`config.mk`:
```
export PLATFORM = sky130hd
export DESIGN_NAME = wdt_top
export DESIGN_NICKNAME = d
export VERILOG_FILES = /design/src/rtl/wdt_pkg.sv /design/src/rtl/wdt_regs.sv /design/src/rtl/wdt_prescale.sv /design/src/rtl/wdt_counter.sv /design/src/rtl/wdt_top.sv
export SDC_FILE = /design/constraint.sdc
export NUM_CORES = 1
export LEC_CHECK = 0
export CAP_MARGIN = 10
export CORE_MARGIN = 2
export CORE_UTILIZATION = 43
export DETAILED_ROUTE_END_ITERATION = 12
export PLACE_DENSITY = 0.68
export SLEW_MARGIN = 15
export SYNTH_ARGS = -nofsm -noshare
export SYNTH_HDL_FRONTEND = slang
export SYNTH_SLANG_ARGS = --single-unit
```
`constraint.sdc`:
```
create_clock -name clk -period 2.5 [get_ports clk]
set_input_delay 0.625 -clock clk [delete_from_list [all_inputs] [get_ports clk]]
set_output_delay 0.625 -clock clk [all_outputs]
set_load 0.05 [all_outputs]
```
`src/rtl/wdt_pkg.sv`:
```
package wdt_pkg;
  localparam int REG_W = 8;

  localparam logic [REG_W-1:0] IDX_CTRL = 8'h71;
  localparam logic [REG_W-1:0] IDX_CFG  = 8'h72;
  localparam logic [REG_W-1:0] IDX_TOV  = 8'h73;
  localparam logic [REG_W-1:0] IDX_ROUTE = 8'hF1;

  localparam int B_FORCE = 1;
  localparam int B_STAT  = 0;
  localparam int B_UNIT  = 7;
  localparam int B_SMIEN = 2;

  // stored part of the control register, bits 7..3
  typedef struct packed {
    logic ev_cir;
    logic ev_mouse;
    logic ev_kbd;
    logic sticky;
    logic clk_ext;
  } ctrl_t;
endpackage

```
`src/rtl/wdt_regs.sv`:
```
module wdt_regs
  import wdt_pkg::*;
#(
  parameter int CNT_W = 8
) (
  input  logic             clk,
  input  logic             rst,
  input  logic             wr,
  input  logic [REG_W-1:0] idx,
  input  logic [REG_W-1:0] wdata,
  input  logic [CNT_W-1:0] cnt,
  input  logic             status,
  output ctrl_t            ctrl,
  output logic             unit_sec,
  output logic             smi_en,
  output logic             force_q,
  output logic             w1c,
  output logic             load,
  output logic [CNT_W-1:0] tov,
  output logic [REG_W-1:0] rdata
);
  logic wr_ctrl, wr_cfg, wr_tov, wr_route;
  logic [REG_W-1:0] rd_mux;
  logic [REG_W-1:0] cnt_ext;

  always_comb begin
    wr_ctrl  = wr && (idx == IDX_CTRL);
    wr_cfg   = wr && (idx == IDX_CFG);
    wr_tov   = wr && (idx == IDX_TOV);
    wr_route = wr && (idx == IDX_ROUTE);
    w1c      = wr_ctrl && wdata[B_STAT];
    load     = wr_tov;
  end

  always_comb begin
    cnt_ext = '0;
    cnt_ext[CNT_W-1:0] = cnt;
    rd_mux = '0;
    case (idx)
      IDX_CTRL:  rd_mux = {ctrl, 1'b0, force_q, status};
      IDX_CFG:   rd_mux[B_UNIT] = unit_sec;
      IDX_TOV:   rd_mux = cnt_ext;
      IDX_ROUTE: rd_mux[B_SMIEN] = smi_en;
      default:   rd_mux = '0;
    endcase
  end

  always_ff @(posedge clk) begin
    if (rst) begin
      ctrl     <= '0;
      unit_sec <= 1'b0;
      smi_en   <= 1'b0;
      force_q  <= 1'b0;
      tov      <= '0;
      rdata    <= '0;
    end else begin
      if (wr_ctrl) ctrl <= ctrl_t'(wdata[7:3]);
      force_q <= wr_ctrl && wdata[B_FORCE];
      if (wr_cfg) unit_sec <= wdata[B_UNIT];
      if (wr_route) smi_en <= wdata[B_SMIEN];
      if (wr_tov) tov <= wdata[CNT_W-1:0];
      rdata <= rd_mux;
    end
  end

  // the force bit never stays set without a fresh write
  assert_force_selfclear_R7: assert property (@(posedge clk) disable iff (rst)
    (force_q && !(wr_ctrl && wdata[B_FORCE])) |=> !force_q);
endmodule

```
`src/rtl/wdt_prescale.sv`:
```
module wdt_prescale #(
  parameter int MIN_DIV = 60
) (
  input  logic clk,
  input  logic rst,
  input  logic sec_tick,
  input  logic ext_tick,
  input  logic clk_ext,
  input  logic unit_sec,
  input  logic clr,
  output logic unit_tick
);
  localparam int PW = ($clog2(MIN_DIV) > 0) ? $clog2(MIN_DIV) : 1;
  localparam logic [PW-1:0] LAST = PW'(MIN_DIV - 1);

  logic          src;
  logic [PW-1:0] presc;

  always_comb begin
    src       = clk_ext ? ext_tick : sec_tick;
    unit_tick = unit_sec ? src : (src && (presc == LAST));
  end

  always_ff @(posedge clk) begin
    if (rst || clr || unit_sec) presc <= '0;
    else if (src) presc <= (presc == LAST) ? '0 : presc + 1'b1;
  end

  // in minute mode no unit tick without a source tick
  assert_minute_needs_src_R4: assert property (@(posedge clk) disable iff (rst)
    (!unit_sec && !src) |-> !unit_tick);
endmodule

```
`src/rtl/wdt_counter.sv`:
```
module wdt_counter #(
  parameter int CNT_W     = 8,
  parameter int PULSE_LEN = 16
) (
  input  logic             clk,
  input  logic             rst,
  input  logic             load,
  input  logic [CNT_W-1:0] load_val,
  input  logic [CNT_W-1:0] tov,
  input  logic             evt_hit,
  input  logic             unit_tick,
  input  logic             force_q,
  input  logic             w1c,
  input  logic             bus_rst,
  input  logic             sticky,
  output logic [CNT_W-1:0] cnt,
  output logic             status,
  output logic             reload,
  output logic             pulse_o
);
  localparam int QW = $clog2(PULSE_LEN + 1);
  localparam logic [CNT_W-1:0] ONE = CNT_W'(1);

  logic          evt_reload, dec, expire;
  logic [QW-1:0] pulse_cnt;

  always_comb begin
    evt_reload = evt_hit && (tov != '0);
    dec        = unit_tick && (cnt != '0) && !load && !evt_reload;
    expire     = (dec && (cnt == ONE)) || force_q;
    reload     = load || evt_reload;
    pulse_o    = (pulse_cnt != '0);
  end

  always_ff @(posedge clk) begin
    if (rst) begin
      cnt       <= '0;
      status    <= 1'b0;
      pulse_cnt <= '0;
    end else begin
      if (load) cnt <= load_val;
      else if (evt_reload) cnt <= tov;
      else if (dec) cnt <= cnt - 1'b1;

      if (expire) status <= 1'b1;
      else if (w1c || (bus_rst && !sticky)) status <= 1'b0;

      if (expire) pulse_cnt <= QW'(PULSE_LEN);
      else if (pulse_cnt != '0) pulse_cnt <= pulse_cnt - 1'b1;
    end
  end

  assert_status_on_expire_R5: assert property (@(posedge clk) disable iff (rst)
    expire |=> status);
  assert_zero_holds_R5: assert property (@(posedge clk) disable iff (rst)
    ((cnt == '0) && !load && !evt_reload) |=> (cnt == '0));
  assert_pulse_starts_R6: assert property (@(posedge clk) disable iff (rst)
    expire |=> pulse_o);
  assert_single_step_R3: assert property (@(posedge clk) disable iff (rst)
    dec |=> (cnt == $past(cnt) - 1'b1));
endmodule

```
`src/rtl/wdt_top.sv`:
```
module wdt_top
  import wdt_pkg::*;
#(
  parameter int CNT_W     = 8,
  parameter int MIN_DIV   = 60,
  parameter int PULSE_LEN = 16
) (
  input  logic       clk,
  input  logic       rst,
  input  logic       reg_wr,
  input  logic [7:0] reg_idx,
  input  logic [7:0] reg_wdata,
  output logic [7:0] reg_rdata,
  input  logic       sec_tick,
  input  logic       ext_tick,
  input  logic       evt_cir,
  input  logic       evt_kbd,
  input  logic       evt_mouse,
  input  logic       bus_rst,
  output logic       rst_pulse,
  output logic       irq,
  output logic       smi
);
  ctrl_t            ctrl;
  logic             unit_sec, smi_en, force_q, w1c, load;
  logic [CNT_W-1:0] tov, cnt;
  logic             status, reload, unit_tick, evt_hit;

  wdt_regs #(.CNT_W(CNT_W)) u_regs (
    .clk(clk), .rst(rst), .wr(reg_wr), .idx(reg_idx), .wdata(reg_wdata),
    .cnt(cnt), .status(status), .ctrl(ctrl), .unit_sec(unit_sec),
    .smi_en(smi_en), .force_q(force_q), .w1c(w1c), .load(load),
    .tov(tov), .rdata(reg_rdata)
  );

  wdt_prescale #(.MIN_DIV(MIN_DIV)) u_presc (
    .clk(clk), .rst(rst), .sec_tick(sec_tick), .ext_tick(ext_tick),
    .clk_ext(ctrl.clk_ext), .unit_sec(unit_sec), .clr(reload),
    .unit_tick(unit_tick)
  );

  always_comb
    evt_hit = (ctrl.ev_cir && evt_cir) || (ctrl.ev_mouse && evt_mouse) ||
              (ctrl.ev_kbd && evt_kbd);

  wdt_counter #(.CNT_W(CNT_W), .PULSE_LEN(PULSE_LEN)) u_cnt (
    .clk(clk), .rst(rst), .load(load), .load_val(reg_wdata[CNT_W-1:0]),
    .tov(tov), .evt_hit(evt_hit), .unit_tick(unit_tick), .force_q(force_q),
    .w1c(w1c), .bus_rst(bus_rst), .sticky(ctrl.sticky), .cnt(cnt),
    .status(status), .reload(reload), .pulse_o(rst_pulse)
  );

  always_comb begin
    irq = status;
    smi = status && smi_en;
  end

  assert_smi_implies_irq_R12: assert property (@(posedge clk) disable iff (rst)
    smi |-> irq);
  assert_sticky_survives_R10: assert property (@(posedge clk) disable iff (rst)
    (irq && ctrl.sticky && bus_rst && !w1c) |=> irq);
endmodule

```
== Word-level counts from Yosys, hierarchy flattened ==
Cells that the tools add are included.
Cells by class
  add/subtract/negate cells: 3
  equal/unequal tests: 6
  mux-type cells: 14
  reduce and logical (&&, ||, !) cells: 34
Operators by type and width (number)
  == test 8 x 7 -> 1 bit, second input constant: 3
  2-to-1 mux 8 bit: 3
  logical AND 1 bit: 17
  nonzero test 8 bit: 2
  2-to-1 mux 5 bit: 2
  == test 8 x 1 -> 1 bit, second input constant: 1
  == test 8 bit, second input constant: 1
  one-hot mux 4 bit (2 select lines): 1
  subtractor 8 x 1 -> 8 bit, second input constant: 1
  logical OR 1 bit: 7
  adder 6 x 1 -> 6 bit, second input constant: 1
  == test 6 bit, second input constant: 1
  2-to-1 mux 6 bit: 1
  nonzero test 5 bit: 1
  subtractor 5 x 1 -> 5 bit, second input constant: 1
  2-to-1 mux 1 bit: 4
  one-hot mux 2 bit (2 select lines): 1
  nonzero test 2 bit: 2
  logical NOT 1 bit: 3
  one-hot mux 1 bit (3 select lines): 1
  nonzero test 3 bit: 1
  one-hot mux 1 bit (2 select lines): 1
  OR reduction 2 bit: 1
Word-level totals
  flip-flop bits (word level): 44
  bits of input ports: 25
  output and inout bits: 11
  logic and storage cells: 72

== Logic depth before layout (Yosys ltp) ==
Gate-level depths: netlist of the first run.
  depth in word-level cells: 9
  depth in mapped cells: 7
  depth with buffers taken out: 7

== Modules after synthesis ==
A second synthesis of the first run with hierarchy kept.
Second synthesis, totals
  cell total of the unflattened synthesis: 251
  area, all modules: 2289.7 µm²
Modules (own cells, without submodules)
  wdt_regs: times used 1, cells each 98, area each 1037.2 µm²
  wdt_counter: times used 1, cells each 114, area each 899.6 µm²
  wdt_prescale: times used 1, cells each 36, area each 332.8 µm²
  wdt_top: times used 1, cells each 3, area each 20.0 µm²

== Worst setup path before layout of the first run ==
No wires, ideal clock.
  kind: reg-to-output
  start point: register u_cnt.pulse_cnt[0]
  end point: output rst_pulse
  data arrival time: 1619 ps
  data required time: 1875 ps
  slack: 256 ps
  cell stages (with the launch flop): 5
  path buffers: 0
  cells stage by stage: dfxtp_1 -> inv_1 -> ha_1 -> nor4b_1 -> inv_1
On the way
  cells in the longest elaborated chain, start to end: 1
Ends and longest elaborated chain
  start, declared: line wdt_counter.sv:25  | logic [QW-1:0] pulse_cnt;
  start signal, assigned: line wdt_counter.sv:48  | if (expire) pulse_cnt <= QW'(PULSE_LEN);
  start signal, assigned: line wdt_counter.sv:49  | else if (pulse_cnt != '0) pulse_cnt <= pulse_cnt - 1'b1;
  nonzero test 5 bit: line wdt_counter.sv:32  | pulse_o = (pulse_cnt != '0);
  end, declared: line wdt_top.sv:20  | output logic rst_pulse,
No other way between the ends.

== Worst setup path in the final report of the first run ==
  start point: input evt_cir
  end point: register u_presc.presc[2]
On the way
  cells in the longest elaborated chain, start to end: 7
Ends and longest elaborated chain
  start, declared: line wdt_top.sv:16  | input logic evt_cir,
  logical AND 1 bit: line wdt_top.sv:43  | evt_hit = (ctrl.ev_cir && evt_cir) || (ctrl.ev_mouse && evt_mouse) ||
  logical OR 1 bit (2 in a row): line wdt_top.sv:43
  logical AND 1 bit: line wdt_counter.sv:28  | evt_reload = evt_hit && (tov != '0);
  logical OR 1 bit: line wdt_counter.sv:31  | reload = load || evt_reload;
  logical OR 1 bit (2 in a row): line wdt_prescale.sv:25  | if (rst || clr || unit_sec) presc <= '0;
  end signal, assigned: line wdt_prescale.sv:26  | else if (src) presc <= (presc == LAST) ? '0 : presc + 1'b1;
  end, declared: line wdt_prescale.sv:17  | logic [PW-1:0] presc;
No other way between the ends.
A chain may end at the register's enable or synchronous reset.

==> reports/summary.txt, run 1 <==
Skew final - 0.003386 ns
Top cells by count, synth - dfxtp_1, nor2_1, nand2_1
Final hold violations - 0
Largest cells by area after synthesis - dfxtp_1, mux2i_1, nor2_1, a21oi_1, ha_1
Die Area - 0.005737 mm²
Clock latency on the worst-skew pair - 0.29 ns
Reg-to-reg setup timing slack - 0.60 ns
Yosys top cell by area - dfxtp_1
First-pass GRT wire length - 8.238 mm
Min Tclk post-route - 2.280 ns
Asr flop ratio synth - 0%
RSZ-0062 raised after global routing - false
CTS sink count - 44
Gpl congestion - 0.8242
Initial antenna violation count - 0
Die Y - 75.75 µm
Relative slew slack - 64.69%
Share of layout cells above drive strength 1 - 14.09%
Overall power - 1.637 mW
DR pass1 iterations - 4
Primary FF master, synth - dfxtp_1
Area Overhead vs Synth - 27.81%
Tightest Pin Transition - 0.5297 ns
Hold-fix buffers at CTS - 0
ANT cells - 0
Largest net degree at the start of global routing - 22
FMAX - 438.6 MHz
Leak - 1.132 nW
Violation count after the first detailed-route iteration - 91
Startpoint types - primary input
Clk buf depth - 2
Synthesized area - 0.002213 mm²
Post-route setup TNS - 0 ns
TritonCTS clock tree - built
WS Path Type - primary input to flop
Port Buffers - 35
Seq/Total Area, Yosys - 39.80%
Gr ovfl total - 0
Htree depth - 2
DRC violation count after routing - 0
# setup viols final - 0
Met3 wire length - 197 µm
Final Net Count - 328
R2R Path Start - u_regs.ctrl[4]
Max_cap viols - 0
Num CTS Buffers - 5
Yosys warning count - 0
Flops & latches, synth - 44
WL per Instance - 13.60 µm
Worst min path class - flop to flop
Number of synthesized flops with an enable pin - 0
Drt total wl - 5.006 mm
Worst vdd ir - 0.0002712 V
Detail Route met2 WL - 2.381 mm
Worst r2r dst - u_presc.presc[2]
Clock transition at path regs - 0.08 ns
Via density - 5.226
R2R depth - 5
# Post-CTS Setup Buffers - 0
Total GRT Usage - 19.11%
Min-Delay Endpoint - u_regs.tov[4]
Post-synth top area share - 39.80%
Die width - 75.75 µm
Row Count - 26
PostCTS Resize Cnt - 0
Core Box Area - 0.005042 mm²
Pwr/cell area - 578.6 mW/mm²
Top Layer Used - met4
Maximum fanout along the worst path - 6
DRT met1 WL - 2.361 mm
Status - finished clean
Crit path DAT - 2.51 ns
Period utilization - 91.20%
Min-delay src - u_regs.tov[4]
Required @ worst endpoint - 2.73 ns
Top-count cell post-synth - dfxtp_1
CTS Root Cell - clkbuf_8
CP Capture Type - flop
IO Pins - 36
Hold Path Depth - 2
Initial core utilization - 43.90%
Synthesized instance count - 247
Hpwl dp - 3.917 mm
Distinct cells, synth - 51
Vias post-DR - 1923
Syn Nets - 278
Avg Cell Area, Syn - 8.961 µm²
Post-DRT Antenna Nets - 0
Vias in the first global route - 1746
Final number of max-transition violations - 0
==> layer usage <==
layer,track usage [%],vias up
met4,5.848,0
met5,0,-
li1,-,977
met2,31.32,26
met1,25.14,915
met3,4.101,5
==> report_power, final <==
part,internal [mW],switching [mW],total [mW]
Clock,0.220,0.232,0.453
Sequential,0.743,0.0342,0.778
Combinational,0.196,0.211,0.407
Total,1.16,0.477,1.64
==> per-stage QoR <==
stage                     util (%)  hold WS, ns  instances  setup slack [ns]  area [µm²]
after floorplan                  -       0.4461        247            0.2555        2213
after global placement       54.27       0.4740        360          0.005767        2736
after detailed placement     54.27       0.4695        360          -0.07579        2736
after CTS                    56.10       0.4802        368            0.2307        2829
after global routing         56.10       0.4938        368            0.1112        2829
final                        56.10       0.4763        368            0.2200        2829
==> critical path: stages <==
cell and delay, ns:
clkdlybuf4s50_1 0.39, a222oi_1 0.53, a21o_1 0.25, nand2_4 0.10, or4_4 0.50, nor2_1 0.11
==> sequential cells by signal, indices dropped and copies added (netlist names) <==
signal and flops:
u_cnt.cnt 8, u_presc.presc 6, u_regs.tov 8, u_regs.ctrl 5, u_cnt.status 1, u_regs.smi_en 1, u_regs.rdata 8, u_regs.force_q 1
u_cnt.pulse_cnt 5, u_regs.unit_sec 1
==> how the worst max path moves through the flow <==
stage	from	endpoint	slack (ns)
final	evt_cir	u_presc.presc[2]	0.22
after floorplan	u_cnt.pulse_cnt[0]	rst_pulse	0.26
after global routing	evt_cir	u_cnt.cnt[3]	0.11
after CTS	evt_cir	u_presc.presc[0]	0.23
after detailed placement	evt_cir	u_presc.presc[0]	-0.08
after global placement	evt_cir	u_presc.presc[0]	0.006
==> cell type report <==
type / count / area (µm²)
tap: 70 / 87.58
multi-input combinational: 185 / 1251
inverter: 7 / 26.28
timing repair buffer: 54 / 490.5
fill: 474 / 2213
clock inverter: 2 / 10.01
sequential: 44 / 880.8
clock buffer: 6 / 82.58
==> logic make-up (layout without fill, tap and decap cells) <==
group                    count (synthesis)  after routing  share of synthesized area (%)
flip-flops                              44             44                          39.80
buffers and inverters                   18             69                          3.675
adder cells (fa/ha/maj)                  6              6                          3.392
AND/OR/NAND/NOR                        112            112                          28.27
AO/OA/AOI/OAI                           37             37                          11.59
multiplexers                            19             19                          8.931
XOR/XNOR                                11             11                          4.353
==> cells in the final DEF (no fill, tap or decap), types with 4 or more instances in the layout <==
cell             instances
dfxtp_1                 44
clkdlybuf4s50_1         34
nor2_1                  33
buf_4                   20
nand2_1                 18
mux2i_1                 16
a21oi_1                 16
nand3_1                 10
nor3_1                   9
inv_1                    7
nand2b_1                 7
nor4_1                   6
xnor2_1                  6
ha_1                     6
clkbuf_8                 6
nand3b_1                 5
xor2_1                   5
a21o_1                   4
Note: power is estimated with default switching activity, not from simulation.
==> inputs of run 2 (changes only) <==
--- a/config.mk
+++ b/config.mk
@@ -9,7 +9,7 @@
 export CORE_MARGIN = 2
 export CORE_UTILIZATION = 43
 export DETAILED_ROUTE_END_ITERATION = 12
-export PLACE_DENSITY = 0.68
+export PLACE_DENSITY = 0.76
 export SLEW_MARGIN = 15
 export SYNTH_ARGS = -nofsm -noshare
 export SYNTH_HDL_FRONTEND = slang
==> run 2 against run 1 <==
Net effect:
- combinational power grew 1%
- setup slack better by 0.054 ns
- utilization is 0.45 points higher
- critical path type is now flop to output port
- critical endpoint is now smi
==> reports/summary.txt, run 2 (synthesis gave the netlist of run 1 again) <==
Status - finished clean
Port Buffers - 35 (unchanged)
Share of layout cells above drive strength 1 - 14.05% (-0.047 points)
Clock transition at path regs - 0.08 ns (about the same)
R2R depth - 7 (+2)
Met3 usage - 5.820% (+1.7 points)
CP Capture Type - output port
Cell internal pwr - 1.236 mW (+6.6%)
Switching portion of total power - 28.74% (-0.43 points)
Fillcell total - 464 (-2.1%)
Critical path's slowest cell - clkdlybuf4s50_1
Commonest non-fill, non-tap cells in the layout - dfxtp_1, clkdlybuf4s50_1, nor2_1, buf_4, nand2_1
Clock latency on the worst-skew pair - 0.30 ns (about the same)
Switching power of the nets - 0.4987 mW (+4.5%)
Overall power - 1.735 mW (+6.0%)
Area Overhead vs Synth - 28.83%
DRC violation count after routing - 0 (unchanged)
Commonest non-fill, non-tap cell in the layout - dfxtp_1
Grt met2 use - 31.99% (+0.67 points)
Top flop regs - u_cnt.cnt x8, u_regs.rdata x8, u_regs.tov x8
Hold-fix buffers at CTS - 0 (unchanged)
Hold Path Depth - 2 (unchanged)
Row Count - 26 (unchanged)
Total GRT Usage - 19.82% (+0.71 points)
Worst min path class - flop to flop
Max_cap viols - 0 (unchanged)
Core Box Area - 0.005042 mm² (unchanged)
# Post-CTS Setup Buffers - 0 (unchanged)
Final hold violations - 0 (unchanged)
Skew final - 0.009776 ns (+0.006390 ns)
Die width - 75.75 µm (unchanged)
Die Area - 0.005737 mm² (unchanged)
Violation count after the first detailed-route iteration - 105 (+15%)
Gpl congestion - 0.8638 (+4.8%)
Met1 usage - 25.53% (+0.39 points)
Final design utilization - 56.55% (+0.45 points)
Drt total wl - 5.178 mm (+3.4%)
Tightest Pin Transition - 0.5123 ns (-0.01735 ns)
Final Net Count - 329 (+0.30%)
CTS sink count - 44 (unchanged)
DR pass1 iterations - 4 (unchanged)
Leak - 1.141 nW (+0.77%)
Htree depth - 2 (unchanged)
RSZ-0062 raised after global routing - false
Power share of the clock group - 31.3% (+3.6 points)
Reg power frac - 44.8% (-2.7 points)
TritonCTS clock tree - built
Pwr/cell area - 608.5 mW/mm² (+5.2%)
Reg-to-reg setup timing slack - 0.62 ns (+0.02 ns)
PostCTS Resize Cnt - 0 (unchanged)
Worst Setup SP - u_regs.smi_en
Maximum fanout along the worst path - 3 (-3)
Num CTS Buffers - 5 (unchanged)
Hpwl dp - 3.836 mm (-2.1%)
Worst vdd ir - 0.0004111 V (+52%)
Final number of max-transition violations - 0 (unchanged)
Vias post-DR - 1966 (+2.2%)
Via density - 5.328 (+2.0%)
CTS Root Cell - clkbuf_8
First-pass GRT wire length - 8.638 mm (+4.9%)
Logic pwr share - 23.8% (-1.0 points)
Startpoint types - flop
WL per Instance - 14.03 µm (+3.2%)
Largest net degree at the start of global routing - 26 (+18%)
Post-DRT Antenna Nets - 0 (unchanged)
Initial antenna violation count - 0 (unchanged)
Vias in the first global route - 1850 (+6.0%)
CP max stage delay - 0.79 ns (+0.26 ns)
Min Tclk post-route - 2.226 ns (-0.05359 ns)
Clk buf depth - 2 (unchanged)
WS Path Type - flop to output port
Initial core utilization - 43.90% (unchanged)
Crit path DAT - 1.60 ns (-0.91 ns)
Relative slew slack - 65.74% (+1.0 points)
Min-delay src - u_regs.tov[0]
ANT cells - 0 (unchanged)
# setup viols final - 0 (unchanged)
Most Crowded Layer GR - met2
Required @ worst endpoint - 1.88 ns (-0.85 ns)
Gr ovfl total - 0 (unchanged)
Period utilization - 89.06% (-2.1 points)
R2R Path Start - u_cnt.cnt[0]
CP Cell Sequence - and2_1, clkdlybuf4s50_1
IO Pins - 36 (unchanged)
Die Y - 75.75 µm (unchanged)
FMAX - 449.2 MHz (+2.4%)
## run 2: changes by cell type in the layout (fill, tap and decap cells not counted)
| cell | change |
|---|---|
| clkinv_2 | -1 |
| buf_4 | +1 |
| bufinv_16 | +1 |
| clkbuf_8 | -1 |
| clkbuf_1 | +1 |
## run 2: per-layer routing
metal	vias to the layer above	part of all wire, %
met1	934	46
met3	8	4.7
li1	983	-
met5	-	0
met4	0	1.0
met2	41	48
## run 2: final timing paths
check / end
hold reg to reg: u_regs.tov[0]
hold / removal: u_regs.tov[0]
setup reg to reg: u_cnt.cnt[0]
setup / recovery: smi
## run 2: stage by stage
stage | setup slack [ns] | setup TNS (ns) | cells | cell area, µm² | hold WS (ns)
global route | 0.1582 | 0 | 369 | 2851 | 0.5058
global placement | 0.01859 | 0 | 361 | 2744 | 0.4656
floorplan | 0.2555 | 0 | 247 | 2213 | 0.4461
finish | 0.2736 | 0 | 369 | 2851 | 0.4747
CTS | 0.2669 | 0 | 369 | 2851 | 0.4803
detailed placement | -0.006365 | -0.01212 | 361 | 2744 | 0.4688
## run 2: final cells by class
| class | instances | area (µm²) | share of cell area (%) |
|---|---|---|---|
| clock buffer | 6 | 72.57 | 2.545 |
| clock inverter | 2 | 35.03 | 1.229 |
| inverter | 7 | 26.28 | 0.9215 |
| multi-input combinational | 185 | 1251 | 43.88 |
| sequential | 44 | 880.8 | 30.89 |
| tap | 70 | 87.58 | 3.072 |
| timing repair buffer | 55 | 498.0 | 17.46 |
## run 2: power by group through the flow
| stage | sequential [mW] | combinational, mW | clock [mW] |
|---|---|---|---|
| global placement | 0.792 | 0.411 | 0 |
| CTS | 0.778 | 0.418 | 0.547 |
| global route | 0.784 | 0.459 | 0.577 |
| detailed placement | 0.795 | 0.415 | 0 |
| finish | 0.778 | 0.413 | 0.544 |
| floorplan | 0.787 | 0.276 | 0 |
## run 2: critical path, delay by kind of cell, from the launching register on
family	cells	cell delay (ns)
and+or+nand+nor	1	0.14
DFF	1	0.38
buffers and inverters	1	0.79
==> inputs of run 3 (changes only) <==
--- a/config.mk
+++ b/config.mk
@@ -5,11 +5,14 @@
 export SDC_FILE = /design/constraint.sdc
 export NUM_CORES = 1
 export LEC_CHECK = 0
+export ABC_AREA = 0
 export CAP_MARGIN = 10
+export CELL_PAD_IN_SITES_DETAIL_PLACEMENT = 0
+export CELL_PAD_IN_SITES_GLOBAL_PLACEMENT = 1
 export CORE_MARGIN = 2
-export CORE_UTILIZATION = 43
+export CORE_UTILIZATION = 40
 export DETAILED_ROUTE_END_ITERATION = 12
-export PLACE_DENSITY = 0.76
+export PLACE_DENSITY = 0.89
 export SLEW_MARGIN = 15
 export SYNTH_ARGS = -nofsm -noshare
 export SYNTH_HDL_FRONTEND = slang
==> run 3 against run 2 <==
Net effect:
- setup slack worse by 0.026 ns
- critical path type is now primary input to flop
- clock power barely moved
- critical endpoint is now u_presc.presc[0]
- total power decreased by 0.36%
- register-to-register slack about the same
==> reports/summary.txt, run 3 (synthesis gave the netlist of run 1 again) <==
Placement Cell Area - 0.002754 mm² (+0.36%)
Clk buf depth - 2 (unchanged)
Worst vdd ir - 0.0003117 V (-24%)
DRC violation count after routing - 0 (unchanged)
Largest net degree at the start of global routing - 23 (-12%)
IO Pins - 36 (unchanged)
Commonest non-fill, non-tap cell in the layout - dfxtp_1
DR pass1 iterations - 4 (unchanged)
Vias post-DR - 1879 (-4.4%)
Die Area - 0.006144 mm² (+7.1%)
Reg power frac - 45.0% (+0.2 points)
Status - finished clean
Cell internal pwr - 1.234 mW (-0.21%)
Worst min path class - flop to flop
Commonest non-fill, non-tap cells in the layout - dfxtp_1, clkdlybuf4s50_1, nor2_1, buf_4, nand2_1
Die width - 78.39 µm (+3.5%)
Drt total wl - 5.024 mm (-3.0%)
# Post-CTS Setup Buffers - 0 (unchanged)
Violation count after the first detailed-route iteration - 113 (+7.6%)
Period utilization - 90.10% (+1.0 points)
PostCTS Resize Cnt - 0 (unchanged)
Relative slew slack - 66.22% (+0.48 points)
Htree depth - 2 (unchanged)
Initial core utilization - 40.69% (-3.2 points)
Finished Cell Area - 0.002865 mm² (+0.48%)
Switching power of the nets - 0.4951 mW (-0.72%)
First-pass GRT wire length - 8.569 mm (-0.80%)
Clock transition at path regs - 0.09 ns (about the same)
TritonCTS clock tree - built
Crit path DAT - 2.50 ns (+0.90 ns)
Die Y - 78.39 µm (+3.5%)
Total GRT Usage - 17.67% (-2.2 points)
# setup viols final - 0 (unchanged)
Met3 wire length - 188 µm (-22%)
Maximum fanout along the worst path - 7 (+4)
Top Layer Used - met4
Leak - 1.143 nW (+0.25%)
Hold-fix buffers at CTS - 0 (unchanged)
CTS Root Cell - clkbuf_8
Share of layout cells above drive strength 1 - 14.67% (+0.62 points)
Logic pwr share - 23.6% (-0.2 points)
FMAX - 444.0 MHz (-1.2%)
Post-route setup TNS - 0 ns (unchanged)
Fin worst setup slack - 0.2476 ns (-0.02599 ns)
Row Count - 27 (+3.8%)
Required @ worst endpoint - 2.74 ns (+0.86 ns)
Detail Route met2 WL - 2.263 mm (-9.7%)
Post-DRT Antenna Nets - 0 (unchanged)
Dpl ws - -0.05883 ns (-0.05247 ns)
Vias in the first global route - 1839 (-0.59%)
WL per Instance - 13.51 µm (-3.8%)
Switching portion of total power - 28.64% (-0.10 points)
DRT met1 WL - 2.501 mm (+5.3%)
Tightest Pin Transition - 0.5052 ns (-0.007154 ns)
Skew final - 0.006589 ns (-0.003187 ns)
RSZ-0062 raised after global routing - false
Via density - 5.051 (-5.2%)
Pwr/cell area - 603.4 mW/mm² (-0.84%)
Final number of max-transition violations - 0 (unchanged)
Overall power - 1.729 mW (-0.36%)
Top flop regs - u_cnt.cnt x8, u_regs.rdata x8, u_regs.tov x8
Gpl congestion - 0.8861 (+2.6%)
Core Box Area - 0.005439 mm² (+7.9%)
Startpoint types - primary input
Clock latency on the worst-skew pair - 0.30 ns (about the same)
Power share of the clock group - 31.4% (about the same)
Area Overhead vs Synth - 29.45%
Initial antenna violation count - 0 (unchanged)
CTS sink count - 44 (unchanged)
Gr ovfl total - 0 (unchanged)
Final hold violations - 0 (unchanged)
Min Tclk post-route - 2.252 ns (+0.02599 ns)
ANT cells - 0 (unchanged)
CP Capture Type - flop
WS Path Type - primary input to flop
Final Net Count - 330 (+0.30%)
Num CTS Buffers - 5 (unchanged)
Port Buffers - 35 (unchanged)
Max_cap viols - 0 (unchanged)
Hpwl dp - 3.900 mm (+1.7%)
[run 3: cell count changes in the layout (fill, tap and decap cells not counted)]
| cell | change |
|---|---|
| clkbuf_1 | -1 |
| buf_4 | +1 |
| clkinvlp_4 | +1 |
[run 3: area by class of cell]
type | count | area, µm²
Multi-Input combinational cell | 185 | 1251
Fill cell | 514 | 2574
Timing Repair Buffer | 56 | 505.5
Clock buffer | 5 | 68.82
Clock inverter | 3 | 42.54
Inverter | 7 | 26.28
Sequential cell | 44 | 880.8
Tap cell | 72 | 90.09
[run 3: final timing paths]
path,startpoint,end,slack (ns),depth (start not counted)
max,evt_cir,u_presc.presc[0],0.25,6
min,u_regs.tov[4],u_regs.tov[4],0.48,2
max reg2reg,u_presc.presc[0],u_cnt.pulse_cnt[3],0.62,6
min reg2reg,u_regs.tov[4],u_regs.tov[4],0.48,2
[run 3: routing by layer]
| layer | vias up | GRT usage [%] |
|---|---|---|
| li1 | 988 | - |
| met1 | 851 | 24.32 |
| met2 | 33 | 27.67 |
| met3 | 7 | 3.678 |
| met4 | 0 | 5.789 |
| met5 | - | 0 |
[run 3: metrics by stage]
stage / hold WS, ns / utilization, % / cells
after global placement: 0.4689 / 50.63 / 364
after global routing: 0.5041 / 52.68 / 372
after floorplan: 0.4461 / - / 247
after detailed placement: 0.4680 / 50.63 / 364
after CTS: 0.4799 / 52.68 / 372
final: 0.4786 / 52.68 / 372
[run 3: critical path: stages]
cell and delay [ns]:
clkdlybuf4s50_1 0.40, a222oi_1 0.45, a21o_1 0.28, nand2_4 0.11
or4_4 0.51, nor2_1 0.12
[run 3: power groups by stage]
stage	Sequential [mW]	Combinational, mW	Clock, mW
3_5_place_dp	0.795	0.408	0
6_report	0.778	0.409	0.542
5_1_grt	0.784	0.459	0.579
4_1_cts	0.778	0.411	0.554
2_1_floorplan	0.787	0.276	0
3_3_place_gp	0.794	0.401	0
